[config.mk]
export PLATFORM = sky130hd
export DESIGN_NAME = frame_offset_meter
export DESIGN_NICKNAME = d
export VERILOG_FILES = /design/src/rtl/fom_pkg.sv /design/src/rtl/fom_edge_det.sv /design/src/rtl/fom_offset_cnt.sv /design/src/rtl/fom_eval_ctrl.sv /design/src/rtl/frame_offset_meter.sv
export SDC_FILE = /design/constraint.sdc
export NUM_CORES = 1
export LEC_CHECK = 0
export BUFFER_PORTS_ARGS = -buffer_cell sky130_fd_sc_hd__buf_2
export CORE_MARGIN = 2
export CORE_UTILIZATION = 55
export CTS_CLUSTER_DIAMETER = 50
export DETAILED_ROUTE_END_ITERATION = 6
export PLACE_DENSITY = 0.79
export RECOVER_POWER = 25
export REMOVE_ABC_BUFFERS = 1
export SLEW_MARGIN = 0
export SYNTH_ARGS = -nofsm -noshare
export SYNTH_HDL_FRONTEND = slang
export SYNTH_SLANG_ARGS = --single-unit
[constraint.sdc]
create_clock -name clk_i -period 2 [get_ports clk_i]
set_input_delay 0.1 -clock clk_i [delete_from_list [all_inputs] [get_ports clk_i]]
set_output_delay 0.1 -clock clk_i [all_outputs]
set_load 0.01 [all_outputs]
[src/rtl/fom_pkg.sv]
package fom_pkg;
  typedef enum logic [1:0] {
    EV_IDLE,
    EV_ARM,
    EV_MEAS,
    EV_HOLD
  } ev_state_e;
endpackage

[src/rtl/fom_edge_det.sv]
module fom_edge_det #(
  parameter int SYNC_STAGES = 2
) (
  input  logic clk_i,
  input  logic rst_ni,
  input  logic fe_i,
  input  logic rise_mode_i,
  output logic edge_o
);
  localparam int LAST = SYNC_STAGES - 1;

  logic [SYNC_STAGES-1:0] sync_q;
  logic                   prev_q;
  logic                   cur;

  always_ff @(posedge clk_i or negedge rst_ni) begin
    if (!rst_ni) begin
      sync_q <= '0;
      prev_q <= 1'b0;
    end else begin
      sync_q <= {sync_q[SYNC_STAGES-2:0], fe_i};
      prev_q <= sync_q[LAST];
    end
  end

  assign cur    = sync_q[LAST];
  assign edge_o = rise_mode_i ? (cur & ~prev_q) : (~cur & prev_q);

  // same-polarity edges need two level changes, so they cannot be back to back
  p_no_double_edge_r6: assert property (@(posedge clk_i) disable iff (!rst_ni)
    edge_o |=> (!edge_o || rise_mode_i != $past(rise_mode_i)))
    else $error("double edge");
endmodule

[src/rtl/fom_offset_cnt.sv]
module fom_offset_cnt #(
  parameter int OFS_W = 11
) (
  input  logic             clk_i,
  input  logic             rst_ni,
  input  logic             frame_start_i,
  input  logic             phase_i,
  output logic [OFS_W-1:0] cnt_o
);
  localparam logic [OFS_W-1:0] CNT_MAX = '1;

  logic [OFS_W-1:0] cnt_q;

  always_ff @(posedge clk_i or negedge rst_ni) begin
    if (!rst_ni)                           cnt_q <= '0;
    else if (frame_start_i)                cnt_q <= '0;
    else if (!phase_i && cnt_q != CNT_MAX) cnt_q <= cnt_q + 1'b1;
  end

  assign cnt_o = cnt_q;

  p_clear_on_frame_r5: assert property (@(posedge clk_i) disable iff (!rst_ni)
    frame_start_i |=> cnt_o == '0)
    else $error("counter not cleared");

  p_saturate_r5: assert property (@(posedge clk_i) disable iff (!rst_ni)
    (cnt_o == CNT_MAX && !frame_start_i) |=> cnt_o == CNT_MAX)
    else $error("counter wrapped");
endmodule

[src/rtl/fom_eval_ctrl.sv]
module fom_eval_ctrl
  import fom_pkg::*;
#(
  parameter int OFS_W = 11
) (
  input  logic             clk_i,
  input  logic             rst_ni,
  input  logic             start_i,
  input  logic             frame_start_i,
  input  logic             edge_i,
  input  logic             phase_i,
  input  logic [OFS_W-1:0] cnt_i,
  output logic             done_o,
  output logic             phase_o,
  output logic [OFS_W-1:0] ofs_o
);
  ev_state_e        state_q;
  logic             done_q;
  logic             phase_q;
  logic [OFS_W-1:0] ofs_q;

  always_ff @(posedge clk_i or negedge rst_ni) begin
    if (!rst_ni) begin
      state_q <= EV_IDLE;
      done_q  <= 1'b0;
      phase_q <= 1'b0;
      ofs_q   <= '0;
    end else if (!start_i) begin
      state_q <= EV_IDLE;
      done_q  <= 1'b0;
      phase_q <= 1'b0;
      ofs_q   <= '0;
    end else begin
      unique case (state_q)
        EV_IDLE: state_q <= EV_ARM;
        EV_ARM:  if (frame_start_i) state_q <= EV_MEAS;
        EV_MEAS: if (edge_i) begin
          state_q <= EV_HOLD;
          done_q  <= 1'b1;
          phase_q <= phase_i;
          ofs_q   <= cnt_i;
        end
        default: ;
      endcase
    end
  end

  assign done_o  = done_q;
  assign phase_o = phase_q;
  assign ofs_o   = ofs_q;

  p_clear_on_stop_r8: assert property (@(posedge clk_i) disable iff (!rst_ni)
    !start_i |=> (!done_o && !phase_o && ofs_o == '0))
    else $error("result not cleared");

  p_hold_result_r3: assert property (@(posedge clk_i) disable iff (!rst_ni)
    (done_o && start_i) |=> (done_o && $stable(ofs_o) && $stable(phase_o)))
    else $error("result changed while held");

  p_armed_no_done_r7: assert property (@(posedge clk_i) disable iff (!rst_ni)
    (state_q == EV_ARM && !frame_start_i) |=> !done_o)
    else $error("done before frame start");

  p_done_cause_r3: assert property (@(posedge clk_i) disable iff (!rst_ni)
    $rose(done_o) |-> $past(edge_i && state_q == EV_MEAS))
    else $error("done without edge");
endmodule

[src/rtl/frame_offset_meter.sv]
module frame_offset_meter #(
  parameter int OFS_W       = 11,
  parameter int SYNC_STAGES = 2,
  localparam int STAT_W     = OFS_W + 5
) (
  input  logic              clk_i,
  input  logic              rst_ni,
  input  logic              fe_i,
  input  logic              start_eval_i,
  input  logic              gci_mode_i,
  input  logic              phase_i,
  input  logic              frame_start_i,
  output logic [STAT_W-1:0] status_o
);
  logic             edge_hit;
  logic [OFS_W-1:0] cnt;
  logic             done;
  logic             cap_phase;
  logic [OFS_W-1:0] ofs;

  fom_edge_det #(.SYNC_STAGES(SYNC_STAGES)) u_edge (
    .clk_i      (clk_i),
    .rst_ni     (rst_ni),
    .fe_i       (fe_i),
    .rise_mode_i(gci_mode_i),
    .edge_o     (edge_hit)
  );

  fom_offset_cnt #(.OFS_W(OFS_W)) u_cnt (
    .clk_i        (clk_i),
    .rst_ni       (rst_ni),
    .frame_start_i(frame_start_i),
    .phase_i      (phase_i),
    .cnt_o        (cnt)
  );

  fom_eval_ctrl #(.OFS_W(OFS_W)) u_ctrl (
    .clk_i        (clk_i),
    .rst_ni       (rst_ni),
    .start_i      (start_eval_i),
    .frame_start_i(frame_start_i),
    .edge_i       (edge_hit),
    .phase_i      (phase_i),
    .cnt_i        (cnt),
    .done_o       (done),
    .phase_o      (cap_phase),
    .ofs_o        (ofs)
  );

  assign status_o = {3'b000, done, cap_phase, ofs};

  p_done_needs_start_r8: assert property (@(posedge clk_i) disable iff (!rst_ni)
    status_o[OFS_W+1] |-> $past(start_eval_i))
    else $error("done without start");
endmodule

==> flow_summary.yaml, run 1 <==
power:
  p_per_area_mw_per_mm2: 757.7
  p_sw_share_pct: 27.42
  power_frac_clock_pct: 29.4
  combPwrFrac_pct: 17.3
  p_leak_nw: 0.7314
  seqPwrFrac_pct: 53.3
  power_mw: 1.195
  p_sw_mw: 0.3276
  ir_drop_uv: 530.6
  p_int_mw: 0.8670
global_route:
  track_usage_pct: 20.64
  grt_overflow_total: 0
  grt_pass1_wl_mm: 4.181
  grt_pass1_vias: 929
  grt_max_degree: 30
  antenna_found_initial: 0
synthesis:
  synthFlopType: "dfrtp_1"
  netlist_area_sq_mm: 0.001434
  avgSynthCellArea_sq_um: 9.957
  ys_seq_area_share_pct: 50.61
  yosysTopAreaCellShare_pct: 50.61
  yosysUniqueCellTypes: 41
  synth_cells: 144
  synthTopCellsByArea: "dfrtp_1, nand3_1, nand2_1, ha_1, mux2i_1"
  synth-async-reset-ratio_pct: 100.0
  ys_warn_count: 0
  ys_seq_elements: 29
  synth_top_area_cell: "dfrtp_1"
  synth_edf_count: 0
route:
  drtIter0Drc: 25
  wire_per_inst_um: 13.85
  drc: 0
  first_pass_iters: 4
  vias: 1077
  avgViaCountPerCell: 5.609
  routed_wl_mm: 2.660
  ant_nets: 0
min_path:
  hold_class: "in2reg"
place:
  placed_cells: 183
  io_buffers: 19
  place_congestion: 0.8474
  hpwl_mm: 1.873
  placed_area_sq_mm: 0.001503
layout:
  n_antenna_cell: 0
  areaGrowthSynthToFinish_pct: 9.948
  postLayoutCellArea_sq_mm: 0.001577
  drive_gt1_share_pct: 19.14
  nets: 173
  fin_cells: 192
sta:
  rsz0062_at_grt: "false"
  setup_violations: 0
  fin_crit_sh_pct: 82.78
  hold-worst-slack_ns: 0.09531
  fmax_mhz: 604.0
  finalSetupTns_ns: 0
  skew_ns: 0.004043
  hold_viol_final: 0
  tightest_slew_ns: 1.535
  maxSlewHeadroom_pct: -2.301
  period_minus_slack_ns: 1.656
  slew_violations: 30
floorplan:
  die_h_um: 55.06
  die_x_um: 55.06
  start_util_pct: 57.88
  ios: 23
  dieArea_sq_mm: 0.003032
  core_sq_mm: 0.002477
  core.rowCount: 18
clocking:
  clk_pin_slew_worst_paths_ns: 0.08
  ctsResizeCount: 0
  clk_latency_ns: 0.32
  cts_inserted_buffers: 5
  cts_root_buf: "clkbuf_4"
  cts_tree: "built"
  cts_max_level: 2
  cts.path.max_buffers: 2
  clock_sinks: 29
worst_setup_path:
  critPathMaxFanout: 5
  arrival_ns: 1.90
  worstSetupEndpointType: "flop"
  path_class: "reg2reg"
  crit_path_start_kind: "flop"
  required_ns: 2.25
run:
  maxCapViolations: 1
status:
  status: "finished with violations"
  violations: "capacitance limit, slew limit"
-- through the flow --
| stage | util, % | setup slack, ns |
|---|---|---|
| floorplan | - | 0.5284 |
| global placement | 60.66 | 0.4507 |
| detailed placement | 60.66 | 0.3715 |
| CTS | 63.69 | 0.3632 |
| global route | 63.64 | 0.08399 |
| finish | 63.64 | 0.3444 |
-- final cells by class --
| cell class | count | area (sq um) |
|---|---|---|
| Clock buffer | 7 | 55.05 |
| Sequential cell | 29 | 725.7 |
| Timing Repair Buffer | 21 | 113.9 |
| Fill cell | 210 | 900.9 |
| Tap cell | 30 | 37.54 |
| Inverter | 3 | 11.26 |
| Multi-Input combinational cell | 102 | 633.1 |
-- layer usage --
metal / vias to the layer above / wire length [um] / global-route usage, % / part of all wire, %
li1: 531 / - / - / -
met1: 508 / 1176 / 24.22 / 44
met2: 34 / 1285 / 33.13 / 48
met3: 4 / 143 / 5.645 / 5.4
met4: 0 / 55 / 13.41 / 2.1
met5: - / 0 / 0 / 0
-- cells by family (layout without fill, tap and decap cells) --
group	after synthesis	after routing	share of synthesized area, %
AO/OA/AOI/OAI	27	27	13.00
AND/OR/NAND/NOR	61	61	22.25
other	1	3	0.2615
adder cells (fa/ha/maj)	4	4	3.491
multiplexers	4	4	2.792
XOR/XNOR	3	3	1.833
flip-flops	29	29	50.61
buffers and inverters	15	31	5.759
-- repair_timing --
| item | 4_1_cts | 5_1_grt |
|---|---|---|
| hold buffers | 2 | 0 |
| endpoints found under the hold margin | 30 | 0 |
| setup buffers | 0 | 0 |
-- registers in the layout, indices dropped and copies added, names as in the netlist --
signal and count:
u_ctrl.ofs_o 11, u_edge.sync_q 2, u_ctrl.done_o 1, u_ctrl.state_q 2, u_edge.prev_q 1, u_cnt.cnt_o 11, u_ctrl.phase_o 1
-- worst max-delay path, cell delays in order (launching register included) --
cell,delay (ns)
dfrtp_1,0.42
ha_1,0.26
nand4_1,0.20
nor2_1,0.19
or3b_1,0.36
a21oi_1,0.15
-- synthesized netlist by cell type (all sizes together) (2+ instances only) --
| master | number |
|---|---|
| buf | 6 |
| nand3 | 15 |
| nand2b | 2 |
| nor3 | 4 |
| nand4 | 2 |
| a21oi | 2 |
| nor2 | 7 |
| nor3b | 2 |
| mux2i | 4 |
| and4 | 2 |
| a31oi | 4 |
| nand2 | 19 |
| o21ai | 14 |
| dfrtp | 29 |
| xnor2 | 2 |
| ha | 4 |
| inv | 3 |
| clkbuf | 5 |
| o21bai | 2 |
-- power groups by stage --
| stage | Clock [mW] | Sequential, mW | Combinational, mW |
|---|---|---|---|
| floorplan | 0 | 0.643 | 0.142 |
| global placement | 0 | 0.644 | 0.188 |
| detailed placement | 0 | 0.647 | 0.207 |
| CTS | 0.366 | 0.635 | 0.210 |
| global route | 0.392 | 0.638 | 0.233 |
| finish | 0.351 | 0.637 | 0.207 |
-- final timing paths --
path | startpoint | to | slack (ns) | depth (start not counted)
worst max-delay path | u_cnt.cnt_o[0] | u_cnt.cnt_o[8] | 0.34 | 5
worst min-delay path | phase_i | u_ctrl.phase_o | 0.1 | 3
worst max register to register | u_cnt.cnt_o[0] | u_cnt.cnt_o[8] | 0.34 | 5
worst min register to register | u_edge.sync_q[0] | u_edge.sync_q[1] | 0.35 | 0
max in group asynchronous | rst_ni | u_edge.prev_q | 0.42 | 2
min in group asynchronous | rst_ni | u_cnt.cnt_o[2] | 0.69 | 2
-- cell usage in the layout (no fill, tap or decap), types with 2 or more instances in the layout --
cell type | Yosys | layout
o21ai_1 | 7 | 7
clkbuf_4 | 0 | 5
ha_1 | 4 | 4
nor2_1 | 7 | 7
nand2_1 | 19 | 19
a21oi_1 | 2 | 2
nand2b_1 | 2 | 2
conb_1 | 1 | 3
clkbuf_1 | 4 | 2
a31oi_1 | 4 | 4
inv_1 | 3 | 3
xnor2_1 | 2 | 2
dlygate4sd3_1 | 0 | 2
nand3_1 | 15 | 15
o21ai_0 | 6 | 6
buf_2 | 1 | 18
dfrtp_1 | 29 | 29
mux2i_1 | 4 | 4
nand4_1 | 2 | 2
o21bai_1 | 2 | 2
nor3_1 | 4 | 4
Note: power is estimated with default switching activity, not from simulation.
==> run 2: changes to the inputs <==
CORE_UTILIZATION = 49   (was 55)
PLACE_DENSITY = 0.74   (was 0.79)
clock period = 1.3 ns   (was 2 ns; I/O delays follow)
==> flow_summary.yaml, run 2 (same netlist as run 1, synthesis figures left out) <==
sta:
  hold-worst-slack_ns: 0.06527
  maxSlewHeadroom_pct: 57.28
  fmax_mhz: 674.5
  skew_ns: 0.01111
  tightest_slew_ns: 0.6408
  finalSetupTns_ns: -2.109
  rsz0062_at_grt: "true"
  worst_slack_ns: -0.1826
  period_minus_slack_ns: 1.483
  setup_violations: 23
  slew_violations: 0
  fin_crit_sh_pct: 114.0
  hold_viol_final: 0
min_path:
  holdCritStartpoint: "frame_start_i"
  hold_class: "in2reg"
  whs_endpoint: "u_cnt.cnt_o[7]"
  hold_path_depth: 2
route:
  wire_per_inst_um: 15.42
  avgViaCountPerCell: 5.473
  routed_wl_mm: 3.424
  drc: 0
  drtIter0Drc: 63
  ant_nets: 0
  vias: 1215
  first_pass_iters: 4
power:
  p_int_mw: 1.547
  ir_drop_uv: 1133
  seqPwrFrac_pct: 45.9
  p_per_area_mw_per_mm2: 1083
  p_sw_share_pct: 28.69
  combPwrFrac_pct: 25.2
  power_frac_clock_pct: 28.9
  p_leak_nw: 0.9410
  p_sw_mw: 0.6223
global_route:
  grt_max_degree: 30
  antenna_found_initial: 0
  grt_pass1_wl_mm: 5.382
  grt_pass1_vias: 1179
  grt_overflow_total: 0
  track_usage_pct: 21.80
worst_setup_path:
  worst_path_largest_cell_delay_ns: 0.40
  path_class: "reg2reg"
  required_ns: 1.52
  critPathLaunch: "u_cnt.cnt_o[0]"
  arrival_ns: 1.70
  worstSetupEndpointType: "flop"
  reg2reg_to: "u_cnt.cnt_o[8]"
  critPathMaxFanout: 5
  r2r_setup_slack_ns: -0.18
  r2r_start: "u_cnt.cnt_o[0]"
  crit_path_start_kind: "flop"
  crit_chain: "ha_4, nand4_1, buf_4, buf_4, o41ai_2, a21oi_1"
  crit_slowest_cell: "dfrtp_1"
  r2r_cells: 6
  crit_path_frequent_cell: "buf_4"
layout:
  mostFrequentLayoutCell: "dfrtp_1"
  fillerInstances: 193
  regArea_sq_um: 726.9
  areaGrowthSynthToFinish_pct: 39.70
  multi_input_area_sq_um: 770.7
  nets: 201
  drive_gt1_share_pct: 42.41
  final_cell_mix: "dfrtp_1, buf_4, buf_2"
  fin_cells: 222
  n_antenna_cell: 0
floorplan:
  dieArea_sq_mm: 0.003375
  core.rowCount: 19
  die_x_um: 58.10
  ios: 23
  die_h_um: 58.10
  start_util_pct: 52.00
  core_sq_mm: 0.002758
status:
  status: "finished with violations"
  violations: "setup timing"
clocking:
  cts_max_level: 2
  clk_pin_slew_worst_paths_ns: 0.09
  cts_inserted_buffers: 5
  clock_sinks: 29
  cts.path.max_buffers: 2
  cts_root_buf: "clkbuf_4"
  clk_latency_ns: 0.33
  cts_tree: "built"
place:
  io_buffers: 19
  place_congestion: 0.7680
  placed_cells: 204
  hpwl_mm: 1.981
  post-place-ws_ns: -0.2292
run:
  maxCapViolations: 0
[run 2: cell count changes in the layout (fill, tap and decap cells not counted), moves of 2 or more]
cell,delta
buf_4,+20
buf_6,+6
ha_1,-3
ha_4,+3
o21ai_0,-3
o21ai_1,+3
and4_4,+2
clkbuf_1,-2
inv_1,-2
inv_2,+2
nor3_1,-2
nor3_2,+2
nor3b_4,+2
[run 2: power by group through the flow]
stage	Sequential, mW	Combinational (mW)	Clock (mW)
after floorplan	0.989	0.219	0
final	0.995	0.547	0.628
after CTS	0.979	0.472	0.638
after detailed placement	0.993	0.411	0
after global placement	0.987	0.378	0
after global routing	1.00	0.603	0.687
[run 2: through the flow]
step | utilization, % | instance area [sq um] | power [mW]
after floorplan | - | 1370 | 1.208
after global placement | 60.44 | 1667 | 1.365
after detailed placement | 60.44 | 1667 | 1.404
after CTS | 67.83 | 1871 | 2.090
after global routing | 72.64 | 2003 | 2.291
final | 72.64 | 2003 | 2.169
[run 2: worst max-delay path, delay by kind of cell, from the launching register on]
kind	cells	cell delay (ns)
compound gates	2	0.31
fa+ha+maj	1	0.17
buf+inv	2	0.34
flops	1	0.40
simple gates	1	0.16
[run 2: worst max-delay path by stage]
stage | to | slack, ns | cells after the start
after floorplan | u_cnt.cnt_o[1] | -0.17 | 5
after global placement | u_cnt.cnt_o[1] | -0.17 | 5
after detailed placement | u_cnt.cnt_o[1] | -0.23 | 5
after CTS | u_ctrl.state_q[1] | -0.13 | 6
after global routing | u_cnt.cnt_o[8] | -0.27 | 5
final | u_cnt.cnt_o[8] | -0.18 | 6
[run 2: metal layers]
metal	track usage (%)	routed length, um
met4	12.29	35
met5	0	0
met3	6.696	143
met1	26.64	1488
met2	34.25	1757
[run 2: what timing repair did]
action                     4_1_cts  5_1_grt
pin swaps                        8       10
gates resized for setup         14       24
gates cloned                     1        0
hold endpoints to repair        30        0
setup buffers                    3        4
setup endpoints to repair       22       26
hold buffers                     2        0
[run 2: cell type report]
type                            instances  area share [%]
Timing Repair Buffer                   49           19.24
Sequential cell                        29           36.29
Multi-Input combinational cell        102           38.48
Tap cell                               31           1.936
Inverter                                3          0.5621
Clock inverter                          1          0.2498
Clock buffer                            7           3.248
==> run 3: changes to the inputs <==
PLACE_DENSITY = 0.78   (was 0.74)
==> flow_summary.yaml, run 3 (same netlist as run 1, synthesis figures left out) <==
clocking:
  cts.path.max_buffers: 2
  cts_inserted_buffers: 5
  clk_pin_slew_worst_paths_ns: 0.10
  cts_root_buf: "clkbuf_4"
  cts_tree: "built"
  cts_max_level: 2
  clk_latency_ns: 0.35
  clock_sinks: 29
worst_setup_path:
  worstSetupEndpointType: "flop"
  crit_chain: "ha_4, nand4_1, buf_4, a311oi_2, xnor2_1, nor2_1"
  path_class: "reg2reg"
  arrival_ns: 1.80
  critPathMaxFanout: 3
  required_ns: 1.53
  worst_path_largest_cell_delay_ns: 0.41
  crit_path_start_kind: "flop"
  crit_slowest_cell: "dfrtp_1"
floorplan:
  die_h_um: 58.10
  ios: 23
  core.rowCount: 19
  dieArea_sq_mm: 0.003375
  start_util_pct: 52.00
  die_x_um: 58.10
  core_sq_mm: 0.002758
route:
  first_pass_iters: 4
  vias: 1338
  avgViaCountPerCell: 5.843
  ant_nets: 0
  drc: 0
  drtIter0Drc: 97
  wire_per_inst_um: 17.63
  routed_wl_mm: 4.038
sta:
  worst_slack_ns: -0.2715
  setup_violations: 23
  slew_violations: 0
  hold_viol_final: 0
  skew_ns: 0.01836
  hold-worst-slack_ns: 0.03706
  rsz0062_at_grt: "true"
  period_minus_slack_ns: 1.571
  fin_crit_sh_pct: 120.9
  maxSlewHeadroom_pct: 52.26
  fmax_mhz: 636.3
  finalSetupTns_ns: -2.167
  tightest_slew_ns: 0.7161
place:
  placed_cells: 203
  io_buffers: 19
  place_congestion: 0.8071
  hpwl_mm: 1.922
power:
  ir_drop_uv: 1649
  p_leak_nw: 0.9851
  p_sw_mw: 0.6833
  p_sw_share_pct: 26.86
  p_per_area_mw_per_mm2: 1186
  combPwrFrac_pct: 23.7
  power_frac_clock_pct: 37.3
  seqPwrFrac_pct: 39.0
  p_int_mw: 1.861
  power_mw: 2.544
layout:
  fillerInstances: 150
  final_cell_mix: "dfrtp_1, buf_4, nand2_1"
  fin_cells: 229
  regArea_sq_um: 725.7
  areaGrowthSynthToFinish_pct: 49.65
  nets: 208
  mostFrequentLayoutCell: "dfrtp_1"
  n_antenna_cell: 0
  multi_input_area_sq_um: 795.8
  drive_gt1_share_pct: 51.01
status:
  status: "finished with violations"
  violations: "setup timing"
global_route:
  grt_max_degree: 30
  grt_overflow_total: 0
  antenna_found_initial: 0
  track_usage_pct: 22.07
  grt_pass1_vias: 1201
  grt_pass1_wl_mm: 5.595
min_path:
  hold_class: "in2reg"
run:
  maxCapViolations: 0
==> run 3: cell count changes in the layout (fill, tap and decap cells not counted), sizes merged <==
cell / change
buf: +4
bufbuf: -1
bufinv: +2
clkbuf: +2
==> run 3: metrics by stage <==
step                utilization [%]  setup WS [ns]  cell area, sq um
floorplan                         -        -0.1716              1370
global placement              60.16        -0.1644              1659
detailed placement            60.16        -0.2131              1659
CTS                           68.65        -0.1320              1893
global route                  77.81        -0.3380              2146
finish                        77.81        -0.2715              2146
==> run 3: cell type report <==
class	instances	share of cell area, %
inverter	3	0.5248
clock buffer	5	1.749
tap	31	1.808
timing repair buffer	56	21.98
multi-input combinational	102	37.08
sequential	29	33.82
clock inverter	3	3.032
==> run 3: what timing repair did <==
item	in CTS	in global routing
hold buffers	2	0
resized for setup	19	32
endpoints found under the setup margin	22	25
setup buffers	6	8
cloned	0	3
endpoints found under the hold margin	30	0
pin swaps	14	9
==> run 3: path summary, 6_finish.rpt <==
kind	from	end	slack (ns)	cells past startpoint
worst max-delay path	u_cnt.cnt_o[1]	u_cnt.cnt_o[6]	-0.27	6
worst min-delay path	frame_start_i	u_cnt.cnt_o[7]	0.04	2
worst max register to register	u_cnt.cnt_o[1]	u_cnt.cnt_o[6]	-0.27	6
worst min register to register	u_edge.sync_q[0]	u_edge.sync_q[1]	0.38	0
max in group asynchronous	rst_ni	u_ctrl.state_q[1]	0.55	2
min in group asynchronous	rst_ni	u_cnt.cnt_o[4]	0.28	2
==> run 3: power groups by stage <==
stage | clock network [mW] | registers [mW] | logic, mW
finish | 0.950 | 0.992 | 0.602
global route | 0.979 | 0.995 | 0.652
CTS | 0.942 | 0.985 | 0.448
detailed placement | 0 | 0.993 | 0.401
global placement | 0 | 0.988 | 0.375
floorplan | 0 | 0.989 | 0.219
==> run 3: critical path: cells and delay by family (launching register included) <==
family / cells / cell delay, ns
xor+xnor: 1 / 0.16
fa+ha+maj: 1 / 0.16
simple gates: 2 / 0.25
buf+inv: 1 / 0.21
flops: 1 / 0.41
compound gates: 1 / 0.27
==> run 3: metal layers <==
layer	routed length [um]	track usage (%)	part of all wire, %	vias up
met1	1614	27.99	40	668
met3	213	5.357	5.3	7
li1	-	-	-	610
met4	81	8.970	2.0	0
met2	2128	36.20	53	53
met5	0	0	0	-
